File: config.mk
export PLATFORM = sky130hd
export DESIGN_NAME = sar_adc_ctrl
export DESIGN_NICKNAME = d
export VERILOG_FILES = /design/src/rtl/sar_adc_pkg.sv /design/src/rtl/sar_adc_engine.sv /design/src/rtl/sar_adc_regs.sv /design/src/rtl/sar_adc_ctrl.sv
export SDC_FILE = /design/constraint.sdc
export NUM_CORES = 1
export LEC_CHECK = 0
export ABC_AREA = 0
export BUFFER_PORTS_ARGS = -buffer_cell sky130_fd_sc_hd__buf_2
export CORE_AREA = 2 2 66 68
export DETAILED_ROUTE_END_ITERATION = 12
export DIE_AREA = 0 0 68 70
export HOLD_SLACK_MARGIN = 0.1
export PLACE_DENSITY = 0.73
export SYNTH_ARGS = -nofsm -noshare
export SYNTH_HDL_FRONTEND = slang
export SYNTH_SLANG_ARGS = --single-unit
File: constraint.sdc
create_clock -name clk -period 4.4 [get_ports clk]
set_input_delay 0.44 -clock clk [delete_from_list [all_inputs] [get_ports clk]]
set_output_delay 0.44 -clock clk [all_outputs]
set_load 0.1 [all_outputs]
File: src/rtl/sar_adc_pkg.sv
package sar_adc_pkg;
  typedef enum logic [1:0] {
    ST_IDLE   = 2'd0,
    ST_SAMPLE = 2'd1,
    ST_CONV   = 2'd2
  } sar_state_t;

  // control register bit positions
  localparam int CB_START = 3;
  localparam int CB_EOC   = 4;
  localparam int CB_EN    = 5;
  localparam int CB_IE    = 6;

  // register addresses
  localparam int ADDR_CTRL = 0;
  localparam int ADDR_HI   = 1;
  localparam int ADDR_LO   = 2;
endpackage

File: src/rtl/sar_adc_engine.sv
module sar_adc_engine
  import sar_adc_pkg::*;
#(
  parameter int RES_BITS  = 10,
  parameter int CHAN_BITS = 3
) (
  input  logic                 clk,
  input  logic                 rst,
  input  logic                 start,
  input  logic                 abort,
  input  logic                 strobe,
  input  logic                 cmp,
  input  logic [CHAN_BITS-1:0] start_chan,
  output logic                 busy,
  output logic                 sampling,
  output logic                 done,
  output logic [RES_BITS-1:0]  final_code,
  output logic [RES_BITS-1:0]  code,
  output logic [CHAN_BITS-1:0] chan
);
  localparam int IDX_W = $clog2(RES_BITS);

  sar_state_t           state;
  logic [IDX_W-1:0]     idx;
  logic [RES_BITS-1:0]  code_q;
  logic [RES_BITS-1:0]  decided;

  // current trial bit resolved by the comparator
  always_comb begin
    decided      = code_q;
    decided[idx] = cmp;
  end

  assign done       = (state == ST_CONV) && strobe && (idx == '0) && !abort;
  assign final_code = decided;
  assign busy       = (state != ST_IDLE);
  assign sampling   = (state == ST_SAMPLE);
  assign code       = code_q;

  always_ff @(posedge clk) begin
    if (rst) begin
      state  <= ST_IDLE;
      idx    <= '0;
      code_q <= '0;
      chan   <= '0;
    end else if (abort) begin
      state  <= ST_IDLE;
      code_q <= '0;
    end else begin
      case (state)
        ST_IDLE: begin
          if (start) begin
            state  <= ST_SAMPLE;
            code_q <= '0;
            chan   <= start_chan;
          end
        end
        ST_SAMPLE: begin
          if (strobe) begin
            state  <= ST_CONV;
            idx    <= IDX_W'(RES_BITS - 1);
            code_q <= {1'b1, {(RES_BITS-1){1'b0}}};
          end
        end
        ST_CONV: begin
          if (strobe) begin
            if (idx == '0) begin
              state  <= ST_IDLE;
              code_q <= decided;
            end else begin
              idx    <= idx - 1'b1;
              code_q <= decided | (RES_BITS'(1) << (idx - 1'b1));
            end
          end
        end
        default: state <= ST_IDLE;
      endcase
    end
  end
endmodule

File: src/rtl/sar_adc_regs.sv
module sar_adc_regs
  import sar_adc_pkg::*;
#(
  parameter int RES_BITS  = 10,
  parameter int CHAN_BITS = 3,
  parameter int DATA_W    = 8
) (
  input  logic                 clk,
  input  logic                 rst,
  input  logic                 wr_ctrl,
  input  logic [DATA_W-1:0]    wdata,
  input  logic                 busy,
  input  logic                 done,
  input  logic [RES_BITS-1:0]  final_code,
  output logic                 start_req,
  output logic                 abort_req,
  output logic [CHAN_BITS-1:0] chan_f,
  output logic                 en_q,
  output logic                 ie_q,
  output logic                 eoc_q,
  output logic [RES_BITS-1:0]  result_q
);
  logic unused_wbits;
  assign unused_wbits = ^wdata[DATA_W-1:CB_IE+1];

  assign start_req = wr_ctrl && wdata[CB_START] && wdata[CB_EN] && !busy;
  assign abort_req = wr_ctrl && !wdata[CB_EN];

  always_ff @(posedge clk) begin
    if (rst) begin
      chan_f   <= '0;
      en_q     <= 1'b0;
      ie_q     <= 1'b0;
      eoc_q    <= 1'b0;
      result_q <= '0;
    end else begin
      if (wr_ctrl) begin
        chan_f <= wdata[CHAN_BITS-1:0];
        en_q   <= wdata[CB_EN];
        ie_q   <= wdata[CB_IE];
      end
      // software may only clear the flag; completion sets it and wins
      eoc_q <= ((wr_ctrl ? (eoc_q & wdata[CB_EOC]) : eoc_q)) | done;
      if (done) result_q <= final_code;
    end
  end
endmodule

File: src/rtl/sar_adc_ctrl.sv
module sar_adc_ctrl
  import sar_adc_pkg::*;
#(
  parameter int RES_BITS  = 10,
  parameter int CHAN_BITS = 3,
  parameter int DATA_W    = 8,
  parameter int ADDR_W    = 2
) (
  input  logic                 clk,
  input  logic                 rst,
  input  logic                 wr_en,
  input  logic [ADDR_W-1:0]    addr,
  input  logic [DATA_W-1:0]    wdata,
  output logic [DATA_W-1:0]    rdata,
  input  logic                 adc_clk_en,
  input  logic                 cmp_in,
  output logic [RES_BITS-1:0]  dac_code,
  output logic                 sample_hold,
  output logic [CHAN_BITS-1:0] chan_sel,
  output logic                 irq
);
  localparam int LO_BITS = RES_BITS - DATA_W;

  logic                 wr_ctrl;
  logic                 start_req, abort_req;
  logic                 busy, done;
  logic [RES_BITS-1:0]  final_code, result_q;
  logic [CHAN_BITS-1:0] chan_f;
  logic                 en_q, ie_q, eoc_q;
  logic [DATA_W-1:0]    ctrl_view, hi_view, lo_view;

  assign wr_ctrl = wr_en && (addr == ADDR_W'(ADDR_CTRL));

  sar_adc_regs #(
    .RES_BITS(RES_BITS), .CHAN_BITS(CHAN_BITS), .DATA_W(DATA_W)
  ) u_regs (
    .clk(clk), .rst(rst), .wr_ctrl(wr_ctrl), .wdata(wdata),
    .busy(busy), .done(done), .final_code(final_code),
    .start_req(start_req), .abort_req(abort_req), .chan_f(chan_f),
    .en_q(en_q), .ie_q(ie_q), .eoc_q(eoc_q), .result_q(result_q)
  );

  sar_adc_engine #(
    .RES_BITS(RES_BITS), .CHAN_BITS(CHAN_BITS)
  ) u_engine (
    .clk(clk), .rst(rst), .start(start_req), .abort(abort_req),
    .strobe(adc_clk_en), .cmp(cmp_in), .start_chan(wdata[CHAN_BITS-1:0]),
    .busy(busy), .sampling(sample_hold), .done(done),
    .final_code(final_code), .code(dac_code), .chan(chan_sel)
  );

  always_comb begin
    ctrl_view                  = '0;
    ctrl_view[CHAN_BITS-1:0]   = chan_f;
    ctrl_view[CB_START]        = busy;
    ctrl_view[CB_EOC]          = eoc_q;
    ctrl_view[CB_EN]           = en_q;
    ctrl_view[CB_IE]           = ie_q;
  end

  assign hi_view = result_q[RES_BITS-1 -: DATA_W];
  assign lo_view = DATA_W'(result_q[LO_BITS-1:0]);

  always_comb begin
    case (addr)
      ADDR_W'(ADDR_CTRL): rdata = ctrl_view;
      ADDR_W'(ADDR_HI):   rdata = hi_view;
      ADDR_W'(ADDR_LO):   rdata = lo_view;
      default:            rdata = '0;
    endcase
  end

  assign irq = eoc_q & ie_q;
endmodule

==> out/results.ini <==
[route]
vias=1826
antenna_left=0
drt_iter0_drc=142
viasPerCell=5.671
firstDrtPassIters=4
wl_mm=4.773
routedWlPerCell_um=14.82
post-route-drc-count=0

[layout]
drive_gt1_share_pct=23.33
instances_no_fill=322
stdcell_area_um2=2417
antenna_cells=0
final_nets=296
area_growth_pct=13.71

[yosys]
synth_area_leaders=dfxtp_1 (33%), mux2i_1 (8.9%), ha_1 (7.1%), nor2_1 (4.9%), a21oi_1 (4.7%)
ys_types=49
ys.flop_type=dfxtp_1
synth_seq_cells=35
synthMostInstantiatedCell=dfxtp_1
ys_async_sr_fraction_pct=0
yosysWarnings=0
synth-edff-count=0
synth_top_area_cell=dfxtp_1
synth_top_area_share_pct=32.96
syn_area_um2=2126
synth_cells=242
syn-num-nets=269
synth_seq_area_share_pct=32.96
ys_top_cells_by_count=dfxtp_1 (35), nor2_1 (28), a21oi_1 (20)
syn_avg_cell_area_um2=8.784

[setup_path]
crit_chain=inv_1, ha_1, or3b_1, nor3_4, mux2i_1, nor2_1
cp.arrival_ns=2.65
cp_slowest_stage_delay_ns=0.57
crit_type=reg -> reg
cp_top_family=simple AND/OR/NAND/NOR gates
cp-end-kind=flop
critPathSlowestCell=nor3_4
cp_num_buf_inv=1
start_kind=flop
required_ns=4.56
r2r_setup_slack_ns=1.91
critPathMaxFanout=12

[sta]
period_share_pct=56.59
fmax_mhz=401.6
hold_viol_final=0
rsz0062_at_grt=no
clock_skew_ns=0.005922
worstMarginPinSlew_ns=0.7268
maxSlewViolCount=0
final.min_clock_period_ns=2.490
relSlewSlack_pct=50.89
tns_ns=0
setup_violations=0

[power]
netSwitchingFraction_pct=24.46
ir_worst_vdd_mv=0.2274
p_comb_share_pct=9.1
p_clk_share_pct=44.1
cellPowerDensity_nw_per_um2=286.5
power.sequential.fraction_pct=46.7
p_int_mw=0.5231
power.switching_mw=0.1694
p_leak_nw=0.9731
finalPower_mw=0.6925

[global_routing]
grt_pass1_vias=1748
grt_first_pass_wirelength_mm=8.252
antenna_found_initial=0
grt_util_all_layers_pct=22.30
grt_start_max_net_pins=26
grt_overflow=0

[place]
gp_congestion=0.7978
io_buffers=36
dp_cells=314
placed_area_um2=2300
place_hpwl_mm=3.442

[clock_network]
htree_num_levels=2
clk_latency_ns=0.29
clk_pin_slew_ns=0.08
cts_tree=yes
cts-resized-gates=0
post-cts-setup-buffers=0
cts_made_buffers=5
clk_path_buf_depth=2
cts_sinks=35
ctsHoldBuffers=0
cts_root_buf=clkbuf_8

[hold_path]
hold_class=in -> reg

[floorplanning]
start_util_pct=51.30
io_pins=38
dieArea_um2=4760
std_cell_rows=24
fp.dieW_um=68
core_um2=4144
die_h_um=70

[run_status]
outcome=finished, final reports clean

[flow_run]
maxCapViolCount=0

## layout make-up
class | count | area, um^2
Multi-Input combinational cell | 185 | 1331
Tap cell | 52 | 65.06
Clock inverter | 2 | 35.03
Inverter | 6 | 22.52
Sequential cell | 35 | 700.7
Fill cell | 384 | 1727
Timing Repair Buffer | 36 | 180.2
Clock buffer | 6 | 82.58
## per-layer routing
layer	vias to the layer above	track usage, %	share of wire (%)
met5	-	0	0
met4	0	7.111	1.5
met3	10	4.509	3.8
met2	36	34.74	48
met1	860	30.56	47
li1	920	-	-
## cell usage in the layout (no fill, tap or decap), types with 3 or more instances in the layout
master and n:
ha_1 12, mux2i_1 19, nand2_1 15, nor3b_1 4, o2bb2ai_1 9, and2_1 3, dfxtp_1 35, nand4_1 3
clkbuf_8 6, nor2b_1 6, nand3_1 5, buf_2 36, nand3b_1 6, mux2_2 8, a21oi_1 20, nor2_1 28
nor3_1 3, o21ai_0 9, inv_1 6, or2_2 3
## path summary, 6_finish.rpt
path,start,to,cells after the start
max,u_engine.idx[0]$_SDFFE_PP0P_,u_regs.result_q[7]$_SDFFE_PP0P_,6
min,wdata[6],u_regs.ie_q$_SDFFE_PP0N_,3
max reg2reg,u_engine.idx[0]$_SDFFE_PP0P_,u_regs.result_q[7]$_SDFFE_PP0P_,6
min reg2reg,u_regs.chan_f[2]$_SDFFE_PP0N_,u_regs.chan_f[2]$_SDFFE_PP0N_,2
## worst min-delay path, cell delays in order
cell and delay [ns]:
buf_2 0.10, nand2_1 0.04, a21oi_1 0.05
## power groups by stage
stage               logic [mW]  registers [mW]  clock network, mW
floorplan               0.0462           0.331                  0
global placement        0.0626           0.331                  0
detailed placement      0.0630           0.331                  0
CTS                     0.0632           0.323              0.310
global route            0.0690           0.324              0.320
finish                  0.0632           0.324              0.306
## flip-flops by register name, indices dropped and copies added (netlist names)
register / count
u_regs.ie_q: 1
u_engine.state: 2
u_engine.code: 10
u_engine.idx: 4
u_regs.en_q: 1
u_regs.eoc_q: 1
u_regs.result_q: 10
u_engine.chan: 3
u_regs.chan_f: 3
## through the flow
| stage | hold WS [ns] | setup WS, ns | util (%) |
|---|---|---|---|
| after detailed placement | 0.4487 | 1.928 | 55.50 |
| after global routing | 0.4114 | 1.698 | 58.33 |
| after global placement | 0.4456 | 1.935 | 55.50 |
| after floorplan | 0.4357 | 0.9234 | - |
| final | 0.3857 | 1.910 | 58.33 |
| after CTS | 0.3813 | 1.916 | 58.33 |
## cell families (layout without fill, tap and decap cells)
family                     Yosys count  after routing  synth area share, %
buffers and inverters               22             50                4.414
adders and majority gates           12             12                7.063
muxes                               27             27                13.18
and+or+nand+nor                     89             89                23.48
AOI/OAI and AO/OA                   57             57                18.89
DFF                                 35             35                32.96
No activity file was read; power rests on OpenSTA's default activity.
